--- src/rtl/flash_poll_pkg.sv ---
package flash_poll_pkg;

  localparam int STS_DONE_BIT = 7;
  localparam int STS_TGL_BIT  = 6;
  localparam int STS_TMO_BIT  = 5;

  typedef enum logic {
    MTH_DATA   = 1'b0,
    MTH_TOGGLE = 1'b1
  } poll_mth_t;

  typedef enum logic [2:0] {
    PS_IDLE,
    PS_DP_RD,
    PS_DP_CHK,
    PS_TG_A,
    PS_TG_B,
    PS_TG_XA,
    PS_TG_XB
  } poll_st_t;

endpackage

--- src/rtl/fpoll_rd_port.sv ---
module fpoll_rd_port #(
  parameter int ADDR_W = 24,
  parameter int DATA_W = 16
) (
  input  logic              clk,
  input  logic              rst,
  input  logic              issue,
  input  logic [ADDR_W-1:0] addr_in,
  output logic              rd_req,
  output logic [ADDR_W-1:0] rd_addr,
  input  logic              rd_valid,
  input  logic [DATA_W-1:0] rd_data,
  output logic              rsp_vld,
  output logic [DATA_W-1:0] rsp_data
);

  // single outstanding read: request held until its strobe arrives
  always_ff @(posedge clk) begin
    if (rst) begin
      rd_req  <= 1'b0;
      rsp_vld <= 1'b0;
    end else begin
      rsp_vld <= 1'b0;
      if (issue) begin
        rd_req <= 1'b1;
      end else if (rd_req && rd_valid) begin
        rd_req  <= 1'b0;
        rsp_vld <= 1'b1;
      end
    end
  end

  always_ff @(posedge clk) begin
    if (issue) rd_addr <= addr_in;
    if (rd_req && rd_valid) rsp_data <= rd_data;
  end

endmodule

--- src/rtl/fpoll_budget.sv ---
module fpoll_budget #(
  parameter int MAX_POLLS = 4096
) (
  input  logic clk,
  input  logic rst,
  input  logic clr,
  input  logic step,
  output logic last
);

  localparam int CNT_W = (MAX_POLLS > 1) ? $clog2(MAX_POLLS) : 1;
  localparam logic [CNT_W-1:0] LAST_V = CNT_W'(MAX_POLLS - 1);

  logic [CNT_W-1:0] cnt;

  always_ff @(posedge clk) begin
    if (rst || clr) cnt <= '0;
    else if (step)  cnt <= cnt + 1'b1;
  end

  assign last = (cnt == LAST_V);

endmodule

--- src/rtl/flash_done_poll.sv ---
module flash_done_poll
  import flash_poll_pkg::*;
#(
  parameter int ADDR_W    = 24,
  parameter int DATA_W    = 16,
  parameter int MAX_POLLS = 4096
) (
  input  logic              clk,
  input  logic              rst,
  input  logic              start,
  input  logic              method,
  input  logic [DATA_W-1:0] exp_data,
  input  logic [ADDR_W-1:0] poll_addr,
  output logic              rd_req,
  output logic [ADDR_W-1:0] rd_addr,
  input  logic              rd_valid,
  input  logic [DATA_W-1:0] rd_data,
  output logic              busy,
  output logic              done,
  output logic              pass
);

  poll_st_t          st, st_nxt;
  logic              exp7_q, prev6_q;
  logic [ADDR_W-1:0] addr_q;
  logic              done_q, pass_q;

  logic              issue, fin, res, cap, bstep, bclr, blast;
  logic              rsp_vld;
  logic [DATA_W-1:0] rsp_data;
  logic              s_dn, s_tg, s_to, match7;
  logic [ADDR_W-1:0] iss_addr;

  assign s_dn   = rsp_data[STS_DONE_BIT];
  assign s_tg   = rsp_data[STS_TGL_BIT];
  assign s_to   = rsp_data[STS_TMO_BIT];
  assign match7 = (s_dn == exp7_q);

  assign iss_addr = (st == PS_IDLE) ? poll_addr : addr_q;

  fpoll_rd_port #(.ADDR_W(ADDR_W), .DATA_W(DATA_W)) u_port (
    .clk      (clk),
    .rst      (rst),
    .issue    (issue),
    .addr_in  (iss_addr),
    .rd_req   (rd_req),
    .rd_addr  (rd_addr),
    .rd_valid (rd_valid),
    .rd_data  (rd_data),
    .rsp_vld  (rsp_vld),
    .rsp_data (rsp_data)
  );

  fpoll_budget #(.MAX_POLLS(MAX_POLLS)) u_budget (
    .clk  (clk),
    .rst  (rst),
    .clr  (bclr),
    .step (bstep),
    .last (blast)
  );

  always_comb begin
    st_nxt = st;
    issue  = 1'b0;
    fin    = 1'b0;
    res    = 1'b0;
    cap    = 1'b0;
    bstep  = 1'b0;
    bclr   = 1'b0;
    case (st)
      PS_IDLE: begin
        if (start) begin
          bclr   = 1'b1;
          issue  = 1'b1;
          st_nxt = (poll_mth_t'(method) == MTH_TOGGLE) ? PS_TG_A : PS_DP_RD;
        end
      end
      PS_DP_RD: begin
        if (rsp_vld) begin
          if (match7) begin
            fin = 1'b1;
            res = 1'b1;
          end else if (s_to) begin
            issue  = 1'b1;
            st_nxt = PS_DP_CHK;
          end else if (blast) begin
            fin = 1'b1;
          end else begin
            bstep = 1'b1;
            issue = 1'b1;
          end
        end
      end
      PS_DP_CHK: begin
        if (rsp_vld) begin
          fin = 1'b1;
          res = match7;
        end
      end
      PS_TG_A, PS_TG_XA: begin
        if (rsp_vld) begin
          cap    = 1'b1;
          issue  = 1'b1;
          st_nxt = (st == PS_TG_A) ? PS_TG_B : PS_TG_XB;
        end
      end
      PS_TG_B: begin
        if (rsp_vld) begin
          if (s_tg == prev6_q) begin
            fin = 1'b1;
            res = 1'b1;
          end else if (s_to) begin
            issue  = 1'b1;
            st_nxt = PS_TG_XA;
          end else if (blast) begin
            fin = 1'b1;
          end else begin
            bstep  = 1'b1;
            issue  = 1'b1;
            st_nxt = PS_TG_A;
          end
        end
      end
      PS_TG_XB: begin
        if (rsp_vld) begin
          fin = 1'b1;
          res = (s_tg == prev6_q);
        end
      end
      default: st_nxt = PS_IDLE;
    endcase
    if (fin) st_nxt = PS_IDLE;
  end

  always_ff @(posedge clk) begin
    if (rst) begin
      st     <= PS_IDLE;
      done_q <= 1'b0;
      pass_q <= 1'b0;
    end else begin
      st     <= st_nxt;
      done_q <= fin;
      if (fin) pass_q <= res;
    end
  end

  always_ff @(posedge clk) begin
    if (st == PS_IDLE && start) begin
      exp7_q <= exp_data[STS_DONE_BIT];
      addr_q <= poll_addr;
    end
    if (cap) prev6_q <= s_tg;
  end

  assign busy = (st != PS_IDLE);
  assign done = done_q;
  assign pass = pass_q;

endmodule

--- config.mk ---
export PLATFORM = sky130hd
export DESIGN_NAME = flash_done_poll
export DESIGN_NICKNAME = d
export VERILOG_FILES = /design/src/rtl/flash_poll_pkg.sv /design/src/rtl/fpoll_rd_port.sv /design/src/rtl/fpoll_budget.sv /design/src/rtl/flash_done_poll.sv
export SDC_FILE = /design/constraint.sdc
export NUM_CORES = 1
export LEC_CHECK = 0
export BUFFER_PORTS_ARGS = -buffer_cell sky130_fd_sc_hd__buf_2
export CORE_MARGIN = 3
export CORE_UTILIZATION = 56
export CTS_CLUSTER_DIAMETER = 200
export CTS_CLUSTER_SIZE = 30
export DETAILED_ROUTE_END_ITERATION = 8
export PLACE_DENSITY = 0.85
export SYNTH_ARGS = -nofsm -noshare
export SYNTH_HDL_FRONTEND = slang
export SYNTH_SLANG_ARGS = --single-unit
--- constraint.sdc ---
create_clock -name clk -period 5.3 [get_ports clk]
set_input_delay 1.06 -clock clk [delete_from_list [all_inputs] [get_ports clk]]
set_output_delay 1.06 -clock clk [all_outputs]
set_load 0.01 [all_outputs]
; After elaboration in Yosys (flattened, before gate mapping)
; Cells that the tools add are included.
[op_classes]
addsub = 1
n_eq_ne = 17
mux = 47
n_bitwise = 1
reduce_logical = 11
[op_table]
columns = op, n
row1 = 1-bit two-way mux, 30
row2 = 3-bit two-way mux, 9
row3 = 24-bit two-way mux, 1
row4 = 3-bit one-hot mux with 5 select lines, 1
row5 = 12-bit by 1-bit adder with 12-bit output (second input constant), 1
row6 = 12-bit == test (second input constant), 1
row7 = 3-bit == test (second input constant), 3
row8 = 9-bit AND reduction, 1
row9 = 2-bit by 1-bit != test with 1-bit output (second input constant), 4
row10 = 1-bit one-hot mux with 4 select lines, 2
row11 = 2-bit OR reduction, 4
row12 = 3-bit by 2-bit == test with 1-bit output (second input constant), 2
row13 = 2-bit != test (second input constant), 3
row14 = 2-bit two-way mux, 2
row15 = 3-bit by 1-bit == test with 1-bit output (second input constant), 1
row16 = 3-bit zero test, 1
row17 = 3-bit by 2-bit != test with 1-bit output (second input constant), 1
row18 = 1-bit one-hot mux with 3 select lines, 1
row19 = 3-bit nonzero test, 1
row20 = 1-bit == test, 2
row21 = 1-bit logical AND, 2
row22 = 1-bit one-hot mux with 2 select lines, 1
row23 = 2-bit nonzero test, 1
row24 = 1-bit logical OR, 1
row25 = 1-bit NOT, 1
[totals]
regBits = 77
inputBits = 61
output_inout_bits = 28
elab_cells = 88

; Logic depth before layout (Yosys ltp)
; Gate-level depths: netlist (run 1).
[logic_depth]
word_depth = 7
ltp_mapped = 7
depth_no_buf = 6

; Modules after synthesis
; A second synthesis (run 1) with hierarchy kept.
[unflattened]
cells_unflattened = 230
hier_area_um2 = 3408.3
[modules_own_cells]
columns = mod, n_inst, cells_each, area_each_um2
row1 = flash_done_poll, 1, 115, 1544.0
row2 = fpoll_rd_port, 1, 47, 1277.5
row3 = fpoll_budget, 1, 68, 586.8

; Worst setup path after synthesis (run 1)
; OpenSTA, ideal clock, no wires.
[synth_timing]
kind = input-to-reg
startpoint = input port start
endpoint = register u_port.rd_addr[0] (enable)
setup_ps = 423
arrival_time_ps = 2623
required_time_ps = 4877
setup_slack_ps = 2254
path_stages = 3
path_cell_list = a22oi_1 o22a_1 a31oi_1
[synth_via]
elab_chain_len = 2
[synth_rtl]
columns = element, line_no
row1 = start: declaration, flash_done_poll.sv:10  ; input logic start,
row2 = 1-bit two-way mux, flash_done_poll.sv:72  ; if (start) begin
row3 = 1-bit one-hot mux with 4 select lines, flash_done_poll.sv:70  ; case (st)
row4 = net issue, flash_done_poll.sv:28  ; logic issue, fin, res, cap, bstep, bclr, blast;
row5 = end signal: assignment, fpoll_rd_port.sv:34  ; if (issue) rd_addr <= addr_in;
row6 = end: declaration, fpoll_rd_port.sv:10  ; output logic [ADDR_W-1:0] rd_addr,
; The timed path passes the listed nets, and every way through them passes these cells.
; A chain may end at the register's enable or synchronous reset.

; Worst setup path after layout (run 1)
[layout_timing]
startpoint = register st[1]
endpoint = register u_port.rd_req
[layout_via]
elab_chain_len = 4
elab_cells_between_ends = 9
[layout_rtl]
columns = element, line_no
row1 = start: declaration, flash_done_poll.sv:23  ; poll_st_t st, st_nxt;
row2 = start signal: assignment, flash_done_poll.sv:141  ; st <= st_nxt;
row3 = 3-bit by 2-bit == test with 1-bit output or 3-bit == test (tied branches), flash_done_poll.sv:70
row4 = 2-bit OR reduction, flash_done_poll.sv:70
row5 = 1-bit one-hot mux with 4 select lines (*), flash_done_poll.sv:70
row6 = 1-bit two-way mux or 2-bit nonzero test (tied branches), -
row7 = end signal: assignment, fpoll_rd_port.sv:20  ; rd_req <= 1'b0;
row8 = end signal: assignment, fpoll_rd_port.sv:25  ; rd_req <= 1'b1;
row9 = end signal: assignment, fpoll_rd_port.sv:27  ; rd_req <= 1'b0;
row10 = end: declaration, fpoll_rd_port.sv:9  ; output logic rd_req,
; Mark *: on every way between the ends. The rest lies on a longest branch, timed or not.

==> flow_summary.yaml, run 1 <==
outcome:
  status: "finished, final reports clean"
synthesis:
  yosysSeqAreaShare_pct: 61.6
  synth-seq-cells: 72
  syn-num-nets: 288
  syn_area_per_cell_um2: 14.2
  syn-cell-area_mm2: 0.00320
  synthCells: 226
  ys_warn_count: 0
  yosysUniqueCellTypes: 49
final_layout:
  most-common-layout-cells: "buf_2 (60), edfxtp_1 (53), mux2_2 (25)"
  final_common_cell: "buf_2"
  fin_area_mm2: 0.00372
  drive_gt1_share_pct: 42.0
  diodes: 0
  syn_to_final_growth_pct: 16.2
  nets: 350
timing:
  slew_headroom_pct: 36.9
  min_period_ns: 2.83
  slew_violations: 0
  finalHoldViolations: 0
  rsz0062_at_grt: "false"
  tightest_slew_ns: 0.941
  layout_worst_path_cycle_share_pct: 53.4
  max_freq_mhz: 354
  finalSetupTns_ns: 0
  finalClockSkew_ns: 0.0106
  setup_viol_count_final: 0
global_routing:
  grt_max_degree: 27
  grt_usage_pct: 20.1
  grt-ovfl-total: 0
  antenna_found_initial: 0
  grt_pass1_vias: 2017
  grt_first_pass_wirelength_mm: 9.85
worst_setup_path:
  critPathMaxFanout: 26
  reg2reg_depth: 7
  cp-end-kind: "register"
  cp.arrival_ns: 3.05
  critPathKind: "register to register"
  cp.required_ns: 5.52
  start_kind: "register"
drt:
  drt_iter0_drc: 118
  routedWlPerCell_um: 16.3
  drc: 0
  first_pass_iters: 4
  vias_per_cell: 5.60
  ant_nets: 0
  vias: 2034
  routed_wl_mm: 5.93
cts:
  cts_buffer_depth: 2
  h-tree-depth: 3
  postCtsHoldBufs: 0
  cts_made_buffers: 9
  cts-root-buf: "clkbuf_8"
  cts_sinks: 72
  cts-resized-gates: 0
  post-cts-setup-buffers: 0
  clkLatencyLatePin_ns: 0.35
  cts_tree: "yes"
  clk_pin_slew_ns: 0.07
power:
  p_per_area_mw_per_mm2: 348
  switching_share_pct: 24.8
  p_int_mw: 0.972
  p_leak_nw: 1.32
  power_frac_comb_pct: 14.3
  pwr-share-clk_pct: 31.8
  p_seq_share_pct: 53.9
  switching_power_mw: 0.320
  ir_drop_mv: 0.250
placement:
  hpwl_mm: 3.99
  portBuffers: 60
  placed_cell_area_mm2: 0.00353
  gp_congestion: 0.830
floorplanning:
  rows: 26
  pin_count: 89
  die_w_um: 81.6
  die_y_um: 81.6
  start_util_pct: 60.3
  die_area_mm2: 0.00666
  fp.coreArea_mm2: 0.00530
hold_path:
  hold_path_class: "register to register"
  worstHoldPathCells: 2
run:
  maxCapViolCount: 0
==> power groups by stage <==
stage / Combinational [mW] / Sequential [mW] / Clock (mW)
2_1_floorplan: 0.117 / 0.712 / 0
3_3_place_gp: 0.182 / 0.707 / 0
3_5_place_dp: 0.187 / 0.710 / 0
4_1_cts: 0.188 / 0.698 / 0.420
5_1_grt: 0.204 / 0.702 / 0.445
6_report: 0.185 / 0.697 / 0.411
==> metrics by stage <==
stage	total power, mW	util, %	cells	worst slack (ns)	hold WS, ns
4_1_cts	1.31	70.1	363	2.44	0.526
2_1_floorplan	0.829	-	226	2.25	0.485
3_3_place_gp	0.889	66.7	347	2.33	0.495
6_report	1.29	70.1	363	2.47	0.520
5_1_grt	1.35	70.1	363	2.14	0.544
3_5_place_dp	0.897	66.7	347	2.41	0.506
==> final cells by class <==
type,count,area [um2]
fillers,386,1590
repair buffers,62,315
multi-input cells,137,1140
inverters,6,22.5
well taps,70,87.6
flip-flops and latches,72,1970
clock buffers,12,135
clock inverters,4,47.5
==> synth_stat cells, drive strengths merged <==
library cell   n  area share [%]
dfxtp         19              12
a2111oi        1            0.47
nand2b         2            0.39
nor2          20             2.5
buf            6             1.7
o21ai          5            0.78
nor2b          3            0.59
clkinv         1            0.12
a22oi          2            0.63
ha             1            0.39
a311o          2            0.63
xor2           3             1.1
and4           1            0.27
and2           2            0.39
edfxtp        53              50
mux2i          2            0.63
or3            1            0.20
a21oi          5            0.78
or2            2            0.39
o22a           1            0.27
inv            5            0.59
and4bb         2            0.78
o32a           1            0.31
o31ai          2            0.90
xnor2         11             3.0
a211oi         1            0.23
nor3           5             1.6
clkbuf         5            0.59
mux2          25             8.8
nand4          4             1.3
nand3b         1            0.23
nor3b          5             1.6
nand3          6            0.94
a31oi          2            0.39
nor4           9             3.6
nand2          9             1.1
o21a           1            0.23
==> critical path: stages, from the launching register on <==
cell      delay, ns
dfxtp_1        0.72
nor3_4         0.09
buf_4          0.26
nand2_1        0.17
clkinv_1       0.75
a21oi_1        0.47
o32a_1         0.21
a31oi_1        0.04
==> path summary, 6_finish.rpt <==
check,start,endpoint,slack (ns)
hold / removal,u_budget.cnt[10]$_SDFFE_PP0P_,u_budget.cnt[10]$_SDFFE_PP0P_,0.52
hold reg to reg,u_budget.cnt[10]$_SDFFE_PP0P_,u_budget.cnt[10]$_SDFFE_PP0P_,0.52
setup reg to reg,st[1]$_SDFFE_PP0P_,u_port.rd_req$_SDFFE_PP0P_,2.47
setup / recovery,st[1]$_SDFFE_PP0P_,u_port.rd_req$_SDFFE_PP0P_,2.47
==> metal layers <==
metal	track usage, %	up-vias	part of all wire, %
li1	-	970	-
met1	24.9	990	41
met2	33.0	62	52
met3	6.03	12	5.5
met4	8.47	0	1.7
met5	0	-	0
==> cell families after synthesis <==
family	synth area share (%)
AND/OR/NAND/NOR	15.8
flip-flops	61.6
multiplexers	9.43
AO/OA/AOI/OAI	5.63
buffers and inverters	3.01
XOR/XNOR	4.07
adder cells (fa/ha/maj)	0.391
==> flip-flops by register name, indices dropped and copies added (netlist names) <==
| register | count |
|---|---|
| prev6_q | 1 |
| st | 3 |
| u_port.rsp_data | 3 |
| addr_q | 24 |
| exp7_q | 1 |
| u_port.rsp_vld | 1 |
| u_port.rd_addr | 24 |
| u_budget.cnt | 12 |
| pass | 1 |
| u_port.rd_req | 1 |
| done | 1 |
Power figures use the tool's default switching activity.
==> run 2: changes to the inputs <==
--- a/config.mk
+++ b/config.mk
@@ -7,11 +7,11 @@
 export LEC_CHECK = 0
 export BUFFER_PORTS_ARGS = -buffer_cell sky130_fd_sc_hd__buf_2
 export CORE_MARGIN = 3
-export CORE_UTILIZATION = 56
+export CORE_UTILIZATION = 52
 export CTS_CLUSTER_DIAMETER = 200
 export CTS_CLUSTER_SIZE = 30
 export DETAILED_ROUTE_END_ITERATION = 8
-export PLACE_DENSITY = 0.85
+export PLACE_DENSITY = 0.8
 export SYNTH_ARGS = -nofsm -noshare
 export SYNTH_HDL_FRONTEND = slang
 export SYNTH_SLANG_ARGS = --single-unit
==> constraint.sdc (replaced) <==
create_clock -name clk -period 2.7 [get_ports clk]
set_input_delay 0.54 -clock clk [delete_from_list [all_inputs] [get_ports clk]]
set_output_delay 0.54 -clock clk [all_outputs]
set_load 0.01 [all_outputs]
==> flow_summary.yaml, run 2 (synthesis results as in run 1) <==
outcome:
  status: "finished, final reports clean"
timing:
  layout_worst_path_cycle_share_pct: 81.7
  finalHoldViolations: 0
  setup_viol_count_final: 0
  min_period_ns: 2.21
  slew_headroom_pct: 58.3
  rsz0062_at_grt: "false"
  slew_violations: 0
  finalClockSkew_ns: 0.00526
  max_freq_mhz: 453
  tightest_slew_ns: 0.624
  finalSetupTns_ns: 0
floorplanning:
  die_y_um: 84.4
  pin_count: 89
  start_util_pct: 55.7
  rows: 27
  die_w_um: 84.4
  fp.coreArea_mm2: 0.00574
  die_area_mm2: 0.00713
worst_setup_path:
  cp_cell_sequence: "nor3_4 -> buf_4 -> inv_1 -> buf_2"
  r2r_slack_ns: 0.56
  cpPeakStageDelay_ns: 0.51
  cp.arrival_ns: 1.67
  cp-end-kind: "output pin"
  start_kind: "register"
  cp.required_ns: 2.16
  cpMaxStageDelayCell: "dfxtp_1"
  critPathMaxFanout: 25
  critPathKind: "register to output pin"
cts:
  clk_pin_slew_ns: 0.08
  postCtsHoldBufs: 0
  cts-root-buf: "clkbuf_8"
  cts_sinks: 72
  h-tree-depth: 3
  cts_buffer_depth: 2
  cts_made_buffers: 9
  clkLatencyLatePin_ns: 0.34
  cts-resized-gates: 0
  post-cts-setup-buffers: 0
  cts_tree: "yes"
drt:
  first_pass_iters: 4
  vias_per_cell: 5.42
  vias: 2004
  ant_nets: 0
  drc: 0
  routed_wl_mm: 5.91
  routedWlPerCell_um: 16.0
  drt_iter0_drc: 106
global_routing:
  grt-ovfl-total: 0
  grt_usage_pct: 18.3
  antenna_found_initial: 0
  grt_first_pass_wirelength_mm: 10.1
  grt_max_degree: 26
  grt_pass1_vias: 2119
placement:
  hpwl_mm: 4.12
  gp_congestion: 0.858
  portBuffers: 60
final_layout:
  nets: 355
  syn_to_final_growth_pct: 17.8
  fillers: 443
  reg.largest.list: "addr_q (24), u_port.rd_addr (24), u_budget.cnt (12)"
  final_common_cell: "buf_2"
  most-common-layout-cells: "buf_2 (60), edfxtp_1 (53), mux2_2 (25)"
  diodes: 0
  final_util_pct: 65.6
  drive_gt1_share_pct: 43.6
run:
  maxCapViolCount: 0
hold_path:
  hold_path_class: "input pin to register"
power:
  p_leak_nw: 1.34
  ir_drop_mv: 0.421
  p_per_area_mw_per_mm2: 680
run 2: changes by cell type in the layout (fill, tap and decap cells not counted), sizes merged:
cell and change:
clkinv +1, clkinvlp +1, inv +1, buf +5, clkbuf -3
run 2: per-stage QoR:
step / setup slack (ns) / instance area, um2 / hold slack (ns) / std cells / power (mW)
final: 0.494 / 3770 / 0.374 / 370 / 2.56
after global routing: 0.359 / 3770 / 0.354 / 370 / 2.69
after CTS: 0.480 / 3770 / 0.357 / 370 / 2.60
after detailed placement: 0.580 / 3570 / 0.506 / 354 / 1.77
after global placement: 0.611 / 3570 / 0.501 / 354 / 1.75
after floorplan: 0.449 / 3210 / 0.485 / 226 / 1.63
run 2: path summary, 6_finish.rpt:
path                                start                            to  cells past startpoint
min reg2reg  u_port.rsp_data[6]$_DFFE_PP_             prev6_q$_DFFE_PP_                      0
max                    st[0]$_SDFFE_PP0P_                          busy                      4
min                            rd_data[7]  u_port.rsp_data[7]$_DFFE_PP_                      1
max reg2reg            st[0]$_SDFFE_PP0P_  u_port.rd_addr[15]$_DFFE_PP_                      5
run 2: where the power goes:
part,switching [mW],internal [mW],total [mW]
combinational,0.204,0.170,0.374
sequential,0.0462,1.32,1.36
clock,0.399,0.426,0.825
total,0.649,1.91,2.56
run 2: layout make-up:
| type | instances | area, um2 | share of cell area (%) |
|---|---|---|---|
| Clock buffer | 9 | 124 | 3.29 |
| Inverter | 6 | 22.5 | 0.597 |
| Tap cell | 72 | 90.1 | 2.39 |
| Sequential cell | 72 | 1970 | 52.3 |
| Clock inverter | 7 | 71.3 | 1.89 |
| Multi-Input combinational cell | 137 | 1140 | 30.2 |
| Timing Repair Buffer | 67 | 353 | 9.36 |
run 2: routing by layer:
layer,wire [um],track usage [%]
met1,2560,22.8
met2,3000,30.7
met3,273,5.30
met4,86,6.33
met5,0,0
run 2: critical path: cells and delay by family, from the launching register on:
| family | cells | cell delay [ns] |
|---|---|---|
| simple gates | 1 | 0.26 |
| flops | 1 | 0.51 |
| buf+inv | 3 | 0.54 |
